--- src/rtl/qfp_pkg.sv ---
package qfp_pkg;

  // The rotating pipeline always has four stages, hence four phases.
  localparam int N_PHASE = 4;
  localparam int PH_W    = 2;

  // Lowest input value that falls in mantissa section sec.
  function automatic int sect_base(input int sec, input int sect_codes);
    return sect_codes * ((1 << sec) - 1);
  endfunction

  // Number of input units covered by one full range.
  function automatic int full_scale(input int n_sect, input int sect_codes);
    return sect_codes * ((1 << n_sect) - 1);
  endfunction

  // Mantissa code for a scaled value; used to derive checker constants.
  function automatic int mant_code(input int s, input int sect_bits, input int n_sect);
    int sec;
    sec = 0;
    for (int i = 1; i < n_sect; i++) begin
      if (s >= sect_base(i, 1 << sect_bits)) sec = i;
    end
    return sec * (1 << sect_bits) + ((s - sect_base(sec, 1 << sect_bits)) >> sec);
  endfunction

endpackage

--- src/rtl/qfp_phase_seq.sv ---
module qfp_phase_seq #(
  parameter int PH_W = 2
) (
  input  logic            clk,
  input  logic            rst,
  output logic [PH_W-1:0] phase
);

  always_ff @(posedge clk) begin
    if (rst) phase <= '0;
    else     phase <= phase + 1'b1;
  end

endmodule

--- src/rtl/qfp_ped_store.sv ---
module qfp_ped_store #(
  parameter int N_PHASE = 4,
  parameter int PH_W    = 2,
  parameter int PED_W   = 8
) (
  input  logic             clk,
  input  logic             rst,
  input  logic             wr_en,
  input  logic [PH_W-1:0]  wr_phase,
  input  logic [PED_W-1:0] wr_value,
  input  logic [PH_W-1:0]  rd_phase,
  output logic [PED_W-1:0] rd_value
);

  // Small distributed table, read asynchronously by the hold stage.
  logic [PED_W-1:0] ped_mem [N_PHASE];

  always_ff @(posedge clk) begin
    if (rst) begin
      for (int i = 0; i < N_PHASE; i++) ped_mem[i] <= '0;
    end else if (wr_en) begin
      ped_mem[wr_phase] <= wr_value;
    end
  end

  assign rd_value = ped_mem[rd_phase];

endmodule

--- src/rtl/qfp_range_sel.sv ---
module qfp_range_sel #(
  parameter int SAMPLE_W    = 17,
  parameter int EXP_W       = 2,
  parameter int RANGE_SHIFT = 3,
  parameter int FS          = 240,
  parameter int SCALE_W     = 8
) (
  input  logic [SAMPLE_W-1:0] q,
  output logic [EXP_W-1:0]    exp_sel,
  output logic [SCALE_W-1:0]  scaled
);

  localparam int N_RANGE = 1 << EXP_W;

  logic [SAMPLE_W-1:0] shifted [N_RANGE];
  logic [N_RANGE-1:0]  fits;

  // One scaled copy and one fit test per range, evaluated in parallel.
  for (genvar r = 0; r < N_RANGE; r++) begin : g_range
    assign shifted[r] = q >> (r * RANGE_SHIFT);
    assign fits[r]    = shifted[r] < SAMPLE_W'(FS);
  end

  // Lowest fitting range wins; nothing fitting means saturate the top range.
  always_comb begin
    exp_sel = '1;
    scaled  = SCALE_W'(FS - 1);
    for (int r = N_RANGE - 1; r >= 0; r--) begin
      if (fits[r]) begin
        exp_sel = EXP_W'(r);
        scaled  = shifted[r][SCALE_W-1:0];
      end
    end
  end

endmodule

--- src/rtl/qfp_mant_quant.sv ---
module qfp_mant_quant #(
  parameter int SCALE_W   = 8,
  parameter int MANT_W    = 6,
  parameter int SECT_BITS = 4
) (
  input  logic [SCALE_W-1:0] s,
  output logic [MANT_W-1:0]  mant
);

  localparam int SEC_W      = MANT_W - SECT_BITS;
  localparam int N_SECT     = 1 << SEC_W;
  localparam int SECT_CODES = 1 << SECT_BITS;

  logic [N_SECT-1:0] above;
  logic [MANT_W-1:0] cand [N_SECT];

  // Each section subtracts its base and drops as many low bits as its width doubles.
  for (genvar i = 0; i < N_SECT; i++) begin : g_sect
    localparam int BASE = qfp_pkg::sect_base(i, SECT_CODES);
    logic [SCALE_W-1:0] diff;
    logic [SCALE_W-1:0] off;
    if (i == 0) begin : g_first
      assign above[i] = 1'b1;
    end else begin : g_rest
      assign above[i] = s >= SCALE_W'(BASE);
    end
    assign diff    = s - SCALE_W'(BASE);
    assign off     = diff >> i;
    assign cand[i] = {SEC_W'(i), off[SECT_BITS-1:0]};
  end

  always_comb begin
    mant = cand[0];
    for (int i = 1; i < N_SECT; i++) begin
      if (above[i]) mant = cand[i];
    end
  end

endmodule

--- src/rtl/qfp_encoder.sv ---
module qfp_encoder #(
  parameter int SAMPLE_W    = 17,
  parameter int EXP_W       = 2,
  parameter int MANT_W      = 6,
  parameter int SECT_BITS   = 4,
  parameter int RANGE_SHIFT = 3,
  parameter int PED_W       = 8
) (
  input  logic                    clk,
  input  logic                    rst,
  input  logic [SAMPLE_W-1:0]     in_sample,
  input  logic                    ped_wr_en,
  input  logic [1:0]              ped_wr_phase,
  input  logic [PED_W-1:0]        ped_wr_value,
  output logic [EXP_W+MANT_W-1:0] out_code,
  output logic [1:0]              out_phase
);

  localparam int PH_W    = qfp_pkg::PH_W;
  localparam int N_PHASE = qfp_pkg::N_PHASE;
  localparam int CODE_W  = EXP_W + MANT_W;
  localparam int N_SECT  = 1 << (MANT_W - SECT_BITS);
  localparam int FS      = qfp_pkg::full_scale(N_SECT, 1 << SECT_BITS);
  localparam int SCALE_W = $clog2(FS);
  localparam int TOP_Q   = FS << (RANGE_SHIFT * ((1 << EXP_W) - 1));
  localparam int MIN_MANT = qfp_pkg::mant_code(FS >> RANGE_SHIFT, SECT_BITS, N_SECT);
  localparam int SUM_W   = SAMPLE_W + 2;

  // Phase counter feeding the clear stage.
  logic [PH_W-1:0] cur_phase;

  qfp_phase_seq #(.PH_W(PH_W)) u_seq (
    .clk   (clk),
    .rst   (rst),
    .phase (cur_phase)
  );

  // Stage 0: clear slot, the sample and its phase are captured.
  logic [SAMPLE_W-1:0] s0_q;
  logic [PH_W-1:0]     s0_ph;

  always_ff @(posedge clk) begin
    if (rst) begin
      s0_q  <= '0;
      s0_ph <= '0;
    end else begin
      s0_q  <= in_sample;
      s0_ph <= cur_phase;
    end
  end

  // Stage 1: hold slot, the pedestal of the sample's phase is added.
  logic [PED_W-1:0]    ped_rd;
  logic [SUM_W-1:0]    ped_sum;
  logic [SAMPLE_W-1:0] adj_q;
  logic [SAMPLE_W-1:0] s1_q;
  logic [PH_W-1:0]     s1_ph;

  qfp_ped_store #(
    .N_PHASE (N_PHASE),
    .PH_W    (PH_W),
    .PED_W   (PED_W)
  ) u_ped (
    .clk      (clk),
    .rst      (rst),
    .wr_en    (ped_wr_en),
    .wr_phase (ped_wr_phase),
    .wr_value (ped_wr_value),
    .rd_phase (s0_ph),
    .rd_value (ped_rd)
  );

  always_comb begin
    ped_sum = {2'b00, s0_q} + {{(SUM_W - PED_W){ped_rd[PED_W-1]}}, ped_rd};
    if (ped_sum[SUM_W-1])       adj_q = '0;
    else if (ped_sum[SAMPLE_W]) adj_q = '1;
    else                        adj_q = ped_sum[SAMPLE_W-1:0];
  end

  always_ff @(posedge clk) begin
    if (rst) begin
      s1_q  <= '0;
      s1_ph <= '0;
    end else begin
      s1_q  <= adj_q;
      s1_ph <= s0_ph;
    end
  end

  // Stage 2: range choice.
  logic [EXP_W-1:0]   rs_exp;
  logic [SCALE_W-1:0] rs_scaled;
  logic [EXP_W-1:0]   s2_exp;
  logic [SCALE_W-1:0] s2_scaled;
  logic [PH_W-1:0]    s2_ph;

  qfp_range_sel #(
    .SAMPLE_W    (SAMPLE_W),
    .EXP_W       (EXP_W),
    .RANGE_SHIFT (RANGE_SHIFT),
    .FS          (FS),
    .SCALE_W     (SCALE_W)
  ) u_range (
    .q       (s1_q),
    .exp_sel (rs_exp),
    .scaled  (rs_scaled)
  );

  always_ff @(posedge clk) begin
    if (rst) begin
      s2_exp    <= '0;
      s2_scaled <= '0;
      s2_ph     <= '0;
    end else begin
      s2_exp    <= rs_exp;
      s2_scaled <= rs_scaled;
      s2_ph     <= s1_ph;
    end
  end

  // Stage 3: quantize into the sectioned mantissa, registered at the port.
  logic [MANT_W-1:0] mq_mant;

  qfp_mant_quant #(
    .SCALE_W   (SCALE_W),
    .MANT_W    (MANT_W),
    .SECT_BITS (SECT_BITS)
  ) u_mant (
    .s    (s2_scaled),
    .mant (mq_mant)
  );

  always_ff @(posedge clk) begin
    if (rst) begin
      out_code  <= '0;
      out_phase <= '0;
    end else begin
      out_code  <= {s2_exp, mq_mant};
      out_phase <= s2_ph;
    end
  end

endmodule

--- config.mk ---
export PLATFORM = sky130hd
export DESIGN_NAME = qfp_encoder
export DESIGN_NICKNAME = d
export VERILOG_FILES = /design/src/rtl/qfp_pkg.sv /design/src/rtl/qfp_phase_seq.sv /design/src/rtl/qfp_ped_store.sv /design/src/rtl/qfp_range_sel.sv /design/src/rtl/qfp_mant_quant.sv /design/src/rtl/qfp_encoder.sv
export SDC_FILE = /design/constraint.sdc
export NUM_CORES = 1
export LEC_CHECK = 0
export ABC_CLOCK_PERIOD_IN_PS = 6600
export CAP_MARGIN = 20
export CORE_MARGIN = 2
export CORE_UTILIZATION = 38
export DETAILED_ROUTE_END_ITERATION = 8
export MAX_ROUTING_LAYER = met4
export PLACE_DENSITY = 0.64
export SYNTH_ARGS = -nofsm -noshare
export SYNTH_HDL_FRONTEND = slang
export SYNTH_SLANG_ARGS = --single-unit
--- constraint.sdc ---
create_clock -name clk -period 6.6 [get_ports clk]
set_input_delay 0.66 -clock clk [delete_from_list [all_inputs] [get_ports clk]]
set_output_delay 0.66 -clock clk [all_outputs]
set_load 0.01 [all_outputs]
Yosys cells after proc, flatten, opt, wreduce, memory -nomap -nowiden:

Memory sizes are Yosys's and may differ from the RTL's. A register that Yosys moved wholly into a read port is not among the register bits.
Cells that the tools add are included.

* $add $sub $neg: 5
* $lt $le $gt $ge: 7
* muxes and demuxes: 19
* reduce and logical (&&, ||, !) cells: 4

Operator list (count)
* $mux W8: 5
* $add A18 B8 Y19: 1
* $lt A17 B8 Y1 const B: 1
* $mux W17: 1
* $lt A14 B8 Y1 const B: 1
* $mux W6: 2
* $lt A11 B8 Y1 const B: 1
* $ge A8 B5 Y1 const B: 1
* $ge A8 B6 Y1 const B: 1
* $ge A8 B7 Y1 const B: 1
* $lt A8 B8 Y1 const B: 1
* $mux W1: 8
* $reduce_or A8 Y1: 1
* $sub A7 B7 Y7 const B: 1
* $sub A6 B6 Y6 const B: 1
* $mux W5: 1
* $sub A5 B5 Y5 const B: 1
* $mux W2: 2
* $reduce_or A2 Y1: 2
* $reduce_or A3 Y1: 1
* $add A2 B1 Y2 const B: 1

* bits in registers: 62
* memory bits (writable): 32
* input bits: 30
* output and inout port bits: 10
* word-level logic and storage cells: 47
* memories: 1

Memory list
* u_ped.ped_mem: words 4, bits a word 8, rd ports 1, clocked after memory_dff 1, write ports 4, line qfp_ped_store.sv:16 `logic [PED_W-1:0] ped_mem [N_PHASE];`

Logic depth before layout (Yosys ltp):

Gate-level depths: netlist of run 1.

* word-level depth: 5
* depth in mapped cells: 13
* depth with buffers taken out: 10

Cells and area by module:

From an unflattened synthesis of run 1, not the netlist that was laid out.

* cell total of the unflattened synthesis: 414
* area, all modules: 4720.8 um^2

By module, submodules not included
* qfp_encoder: instances 1, cells each 241, area an instance 2516.2 um^2, sequential area each 1201.2 um^2
* qfp_ped_store: instances 1, cells each 84, area an instance 1475.2 um^2, sequential area each 960.9 um^2
* qfp_range_sel: instances 1, cells each 51, area an instance 395.4 um^2, sequential area each 0.0 um^2
* qfp_mant_quant: instances 1, cells each 33, area an instance 277.8 um^2, sequential area each 0.0 um^2
* qfp_phase_seq: instances 1, cells each 5, area an instance 56.3 um^2, sequential area each 40.0 um^2

Least setup slack after synthesis of run 1:

No wires, ideal clock.

* path kind: flip-flop to flip-flop
* start point: register, netlist name s0_ph[0]
* end point: register s1_q[10]
* library setup time: 75 ps
* arrival: 3007 ps
* required time: 6525 ps
* slack: 3518 ps
* stages on the path, launching flop included: 12
* path buffers: 3
* period minus slack after synthesis: 3082 ps
* cells stage by stage: dfxtp_1 -> buf_6 -> mux4_2 -> ha_1 -> a21o_1 -> nor2_1 -> a21o_1 -> a2111oi_4 -> or4_4 -> buf_6 -> buf_12 -> a22oi_2

RTL lines
* end signal: assignment: line qfp_encoder.sv:85 `s1_q <= adj_q;`
* end: declaration: line qfp_encoder.sv:56 `logic [SAMPLE_W-1:0] s1_q;`

==> results.sh, run 1 <==
export IMPL_cap_violations=0
export IMPL_skew_ns=0.009379
export IMPL_fin_cells=609
export IMPL_coreArea_um2=11960
export IMPL_start_util=0.3863
export IMPL_synthArstFlopShare=0
export IMPL_wl_per_cell_um=15.31
export IMPL_port_buffers=39
export IMPL_end_kind="register"
export IMPL_hold_class="register to register"
export IMPL_synth_edf_count=32
export IMPL_viasPerCell=5.323
export IMPL_cts_resized=0
export IMPL_crit_fanout=18
export IMPL_cts_buffer_depth=2
export IMPL_gr_total_overflow=0
export IMPL_setup_slack_ns=3.055
export IMPL_tns_ns=0
export IMPL_die_y_um=114.3
export IMPL_drive_above_1_share=0.09091
export IMPL_final_common_cell="dfxtp_1"
export IMPL_p_leak_nw=2.089
export IMPL_syn_area_um2=4621
export IMPL_dp_hpwl_mm=6.762
export IMPL_rsz0062_at_grt="false"
export IMPL_hold_buffers=0
export IMPL_hold_viol_final=0
export IMPL_clkLatencyLatePin_ns=0.35
export IMPL_synth_seq_cells=94
export IMPL_postRouteWirelength_mm=9.325
export IMPL_layout_common_cells="dfxtp_1 (62), clkdlybuf4s50_1 (38), and2_1 (34)"
export IMPL_ys_seq_area_frac=0.4766
export IMPL_start_kind="register"
export IMPL_insertedDiodeCount=0
export IMPL_period_minus_slack_ns=3.545
export IMPL_ys_warn_count=0
export IMPL_worst_hold_slack_ns=0.4384
export IMPL_dpl_cell_area_um2=5120
export IMPL_grt_use_total=0.1570
export IMPL_ir_drop_uv=165.0
export IMPL_fmax_mhz=282.1
export IMPL_dr_pass1_iters=4
export IMPL_period_share=0.5371
export IMPL_clockRootBuffer="clkbuf_16"
export IMPL_cts_max_level=3
export IMPL_design_area_um2=5435
export IMPL_tightest_slew_ns=0.9848
export IMPL_synth_cell_types=61
export IMPL_grt_pass1_vias=3179
export IMPL_cts_tree="yes"
export IMPL_dr_first_iter_drc_count=166
export IMPL_rows=40
export IMPL_antenna_found_initial=0
export IMPL_cts_setup_buffers=0
export IMPL_clock_sinks=94
export IMPL_path_clk_slew_ns=0.07
export IMPL_die_area_um2=13060
export IMPL_synthToLayoutAreaGrowth_pct=17.63
export IMPL_nets=509
export IMPL_setup_viol=0
export IMPL_finalWeightedCongestion=0.8566
export IMPL_dpl_cell_count=593
export IMPL_synth_ff_type="dfxtp_1"
export IMPL_cp_arrival_ns=3.81
export IMPL_final_max_slew_viol_count=0
export IMPL_grt_max_degree=54
export IMPL_die_width_um=114.3
export IMPL_numCtsBuffers=9
export IMPL_syn_avg_cell_area_um2=11.03
export IMPL_relSlewSlack=0.3421
export IMPL_netlist_area_leader_share=0.2686
export IMPL_grt_pass1_wl_mm=15.32
export IMPL_cp_required_ns=6.87
export IMPL_pre_cts_slack_ns=3.048
export IMPL_synth_top_area_cell="dfxtp_1"
export IMPL_synthTopCellsByArea="dfxtp_1 (27%), edfxtp_1 (21%), ha_1 (5.7%), and2_1 (4.6%), nor2b_1 (4.5%)"
export IMPL_syn_num_nets=471
export IMPL_vias=3242
export IMPL_status="finished, final reports clean"
export IMPL_setup_worst_path_class="register to register"
export IMPL_power_density_nw_per_um2=318.0
export IMPL_io_pins=40
export IMPL_netlist_instances=419
export IMPL_ant_nets=0
export IMPL_drc=0
[cells by family (layout without fill, tap and decap cells)]
family,count (synthesis),in the layout,share of synthesized area
buffers and inverters,29,72,0.03222
adder cells (fa/ha/maj),22,22,0.06120
XOR/XNOR,14,14,0.02654
flip-flops,94,94,0.4766
multiplexers,13,13,0.05470
AND/OR/NAND/NOR,138,138,0.1684
AO/OA/AOI/OAI,109,109,0.1803
[path summary, 6_finish.rpt]
path | from | end | slack (ns) | cells past startpoint
setup reg to reg | s0_ph[0] | s1_q[16] | 3.06 | 8
hold / removal | s2_ph[1] | out_phase[1] | 0.44 | 1
setup / recovery | s0_ph[0] | s1_q[16] | 3.06 | 8
hold reg to reg | s2_ph[1] | out_phase[1] | 0.44 | 1
[flip-flops by register name (all words and copies together) (netlist names)]
register	cells
out_code	8
out_phase	2
s0_ph	2
s0_q	17
s1_ph	2
s1_q	17
s2_exp	2
s2_ph	2
s2_scaled	8
u_ped.ped_mem	32
u_seq.phase	2
[worst max-delay path, cell delays in order (launching register included)]
cell	delay, ns
dfxtp_1	0.62
mux4_2	0.78
ha_1	0.43
a21o_1	0.23
a221o_1	0.37
a31oi_1	0.29
o211a_1	0.25
nand2_2	0.24
a32oi_2	0.25
[stage by stage]
step,utilization,total power [W]
after floorplan,-,0.001078
after global placement,0.4280,0.001202
after detailed placement,0.4280,0.001210
after CTS,0.4544,0.001750
final,0.4544,0.001728
after global routing,0.4544,0.001827
[synth_stat cells, types with 2 or more instances]
| master | n |
|---|---|
| dfxtp_1 | 62 |
| and2_1 | 34 |
| a21oi_1 | 33 |
| nor2b_1 | 33 |
| edfxtp_1 | 32 |
| nor2_1 | 22 |
| ha_1 | 21 |
| inv_1 | 13 |
| nand2_1 | 11 |
| a21o_1 | 10 |
| a22oi_2 | 10 |
| clkbuf_1 | 10 |
| a22oi_1 | 8 |
| nor3_1 | 7 |
| xnor2_1 | 7 |
| xor2_1 | 7 |
| a211oi_1 | 6 |
| mux4_1 | 6 |
| nand3_1 | 6 |
| a31oi_1 | 5 |
| mux2i_1 | 5 |
| nand4_1 | 5 |
| nand2b_1 | 4 |
| o211ai_1 | 4 |
| and3_1 | 3 |
| buf_6 | 3 |
| o21a_1 | 3 |
| o21ai_0 | 3 |
| o22ai_1 | 3 |
| a211o_1 | 2 |
| a221oi_1 | 2 |
| a31o_2 | 2 |
| and4_1 | 2 |
| mux4_2 | 2 |
| nor3b_1 | 2 |
| nor4_1 | 2 |
| o21bai_1 | 2 |
| o2bb2ai_1 | 2 |
| or2_2 | 2 |
| or3_1 | 2 |
[power breakdown]
part,switching [W],internal (W),total [W]
clock network,0.000215,0.000316,0.000531
registers,0.0000488,0.000679,0.000728
logic,0.000253,0.000217,0.000470
total,0.000516,0.00121,0.00173
[per-layer routing]
layer | part of all wire | vias to the layer above | track usage
met5 | 0 | - | -
met4 | 0.019 | 0 | 0.06829
met3 | 0.032 | 13 | 0.03653
met2 | 0.50 | 56 | 0.2627
met1 | 0.45 | 1548 | 0.1807
li1 | - | 1625 | -
[area by class of cell]
type	instances	area, um2
flip-flops and latches	94	2202
fillers	1125	6526
repair buffers	43	415.4
inverters	13	48.80
clock buffers	14	297.8
multi-input cells	296	2270
well taps	147	183.9
clock inverters	2	17.52
No activity file was read; power rests on OpenSTA's default activity.
==> inputs of run 2 (changes only) <==
--- a/config.mk
+++ b/config.mk
@@ -5,13 +5,13 @@
 export SDC_FILE = /design/constraint.sdc
 export NUM_CORES = 1
 export LEC_CHECK = 0
-export ABC_CLOCK_PERIOD_IN_PS = 6600
+export ABC_CLOCK_PERIOD_IN_PS = 3090
 export CAP_MARGIN = 20
 export CORE_MARGIN = 2
 export CORE_UTILIZATION = 38
 export DETAILED_ROUTE_END_ITERATION = 8
 export MAX_ROUTING_LAYER = met4
-export PLACE_DENSITY = 0.64
+export PLACE_DENSITY = 0.66
 export SYNTH_ARGS = -nofsm -noshare
 export SYNTH_HDL_FRONTEND = slang
 export SYNTH_SLANG_ARGS = --single-unit
==> constraint.sdc (replaced) <==
create_clock -name clk -period 3.09 [get_ports clk]
set_input_delay 0.309 -clock clk [delete_from_list [all_inputs] [get_ports clk]]
set_output_delay 0.309 -clock clk [all_outputs]
set_load 0.01 [all_outputs]
==> results.sh, run 2 (same netlist as run 1, synthesis figures left out) <==
export IMPL_period_share=0.9757
export IMPL_coreArea_um2=11960
export IMPL_dr_first_iter_drc_count=165
export IMPL_final_max_slew_viol_count=0
export IMPL_cp_arrival_ns=3.28
export IMPL_grt_use_total=0.1535
export IMPL_die_y_um=114.3
export IMPL_clkLatencyLatePin_ns=0.34
export IMPL_grt_max_degree=52
export IMPL_dr_pass1_iters=4
export IMPL_setup_worst_path_class="register to register"
export IMPL_numCtsBuffers=9
export IMPL_grt_pass1_wl_mm=15.39
export IMPL_clock_sinks=94
export IMPL_hold_buffers=0
export IMPL_hold_depth=1
export IMPL_ant_nets=0
export IMPL_grt_pass1_vias=3353
export IMPL_antenna_found_initial=0
export IMPL_end_kind="register"
export IMPL_path_clk_slew_ns=0.06
export IMPL_clockRootBuffer="clkbuf_16"
export IMPL_final_common_cell="dfxtp_1"
export IMPL_grt_busiest_layer="met2"
export IMPL_insertedDiodeCount=0
export IMPL_regMostFlops="u_ped.ped_mem"
export IMPL_die_area_um2=13060
export IMPL_fmax_mhz=331.7
export IMPL_dp_hpwl_mm=6.820
export IMPL_finalPower_w=0.003653
export IMPL_met3_usage=0.04659
export IMPL_dpl_cell_count=611
export IMPL_hold_viol_final=0
export IMPL_rr_worst_depth=10
export IMPL_skew_ns=0.005934
export IMPL_io_pins=40
export IMPL_layout_common_cells="dfxtp_1 (61), clkdlybuf4s50_1 (38), and2_1 (34)"
export IMPL_power_density_nw_per_um2=649.2
export IMPL_drive_above_1_share=0.1467
export IMPL_start_util=0.3863
export IMPL_drc=0
export IMPL_finalWeightedCongestion=0.9033
export IMPL_postRouteWirelength_mm=9.167
export IMPL_largest_reg_flops=32
export IMPL_p_leak_nw=2.191
export IMPL_setup_viol=0
export IMPL_cts_max_level=3
export IMPL_vias=3344
export IMPL_cts_tree="yes"
export IMPL_fin_cells=631
export IMPL_hold_start="s2_ph[1]"
export IMPL_hold_class="register to register"
export IMPL_r2r_start="s0_ph[0]"
export IMPL_grtUsageMet2=0.2667
export IMPL_start_kind="register"
export IMPL_cp_required_ns=3.35
export IMPL_final_util=0.4704
export IMPL_port_buffers=39
export IMPL_period_minus_slack_ns=3.015
export IMPL_critPathLaunch="s0_ph[0]"
export IMPL_relSlewSlack=0.4642
export IMPL_die_width_um=114.3
export IMPL_wl_per_cell_um=14.53
export IMPL_status="finished, final reports clean"
export IMPL_gr_total_overflow=0
export IMPL_synthToLayoutAreaGrowth_pct=21.77
export IMPL_cap_violations=0
export IMPL_crit_fanout=8
export IMPL_ir_drop_uv=479.2
export IMPL_cts_buffer_depth=2
export IMPL_tightest_slew_ns=0.8020
export IMPL_use_met1=0.1679
export IMPL_viasPerCell=5.300
export IMPL_rows=40
export IMPL_nets=531
export IMPL_top_regs="u_ped.ped_mem: 32 flops, s0_q: 17 flops, s1_q: 17 flops"
[run 2: repair_timing]
item / CTS / global route
pin swaps: 1 / 12
gates resized for setup: 0 / 12
setup buffers: 0 / 2
endpoints found under the setup margin: 4 / 17
cloned: 0 / 2
[run 2: worst paths after layout]
check / to / slack [ns]
hold / removal: out_phase[1] / 0.44
setup reg to reg: s1_q[10] / 0.08
hold reg to reg: out_phase[1] / 0.44
setup / recovery: s1_q[10] / 0.08
[run 2: metrics by stage]
stage | hold WS (ns) | setup TNS (ns) | instance area, um2 | worst slack [ns]
after floorplan | 0.4138 | 0 | 4621 | 0.008129
after global placement | 0.4296 | 0 | 5280 | 0.07598
after detailed placement | 0.4291 | 0 | 5280 | 0.006914
after CTS | 0.4431 | 0 | 5558 | 0.02818
after global routing | 0.4640 | -0.02616 | 5627 | -0.009084
final | 0.4368 | 0 | 5627 | 0.07521
[run 2: critical path: stages, from the launching register on]
cell and delay [ns]:
dfxtp_4 0.37, mux4_2 0.55, buf_4 0.17, ha_1 0.33, a21o_1 0.21, nor2_2 0.12, a21o_1 0.18, a2111oi_4 0.10
buf_4 0.16, or4_4 0.57, a22oi_2 0.19
[run 2: final cells by class]
class	instances	area (um2)
Fill cell	1084	6335
Multi-Input combinational cell	298	2320
Sequential cell	94	2206
Timing Repair Buffer	63	590.6
Clock buffer	15	272.8
Tap cell	147	183.9
Inverter	13	48.80
Clock inverter	1	5.005
[run 2: routing by layer]
metal | wire length (um) | up-vias
li1 | - | 1676
met1 | 3945 | 1591
met2 | 4805 | 65
met3 | 296 | 12
met4 | 119 | 0
met5 | 0 | -
[run 2: power by group]
part	internal [W]	leakage [nW]	switching, W	total (W)
combinational	0.000512	1.23	0.000558	0.00107
clock	0.000601	0.140	0.000431	0.00103
sequential	0.00145	0.825	0.000100	0.00155
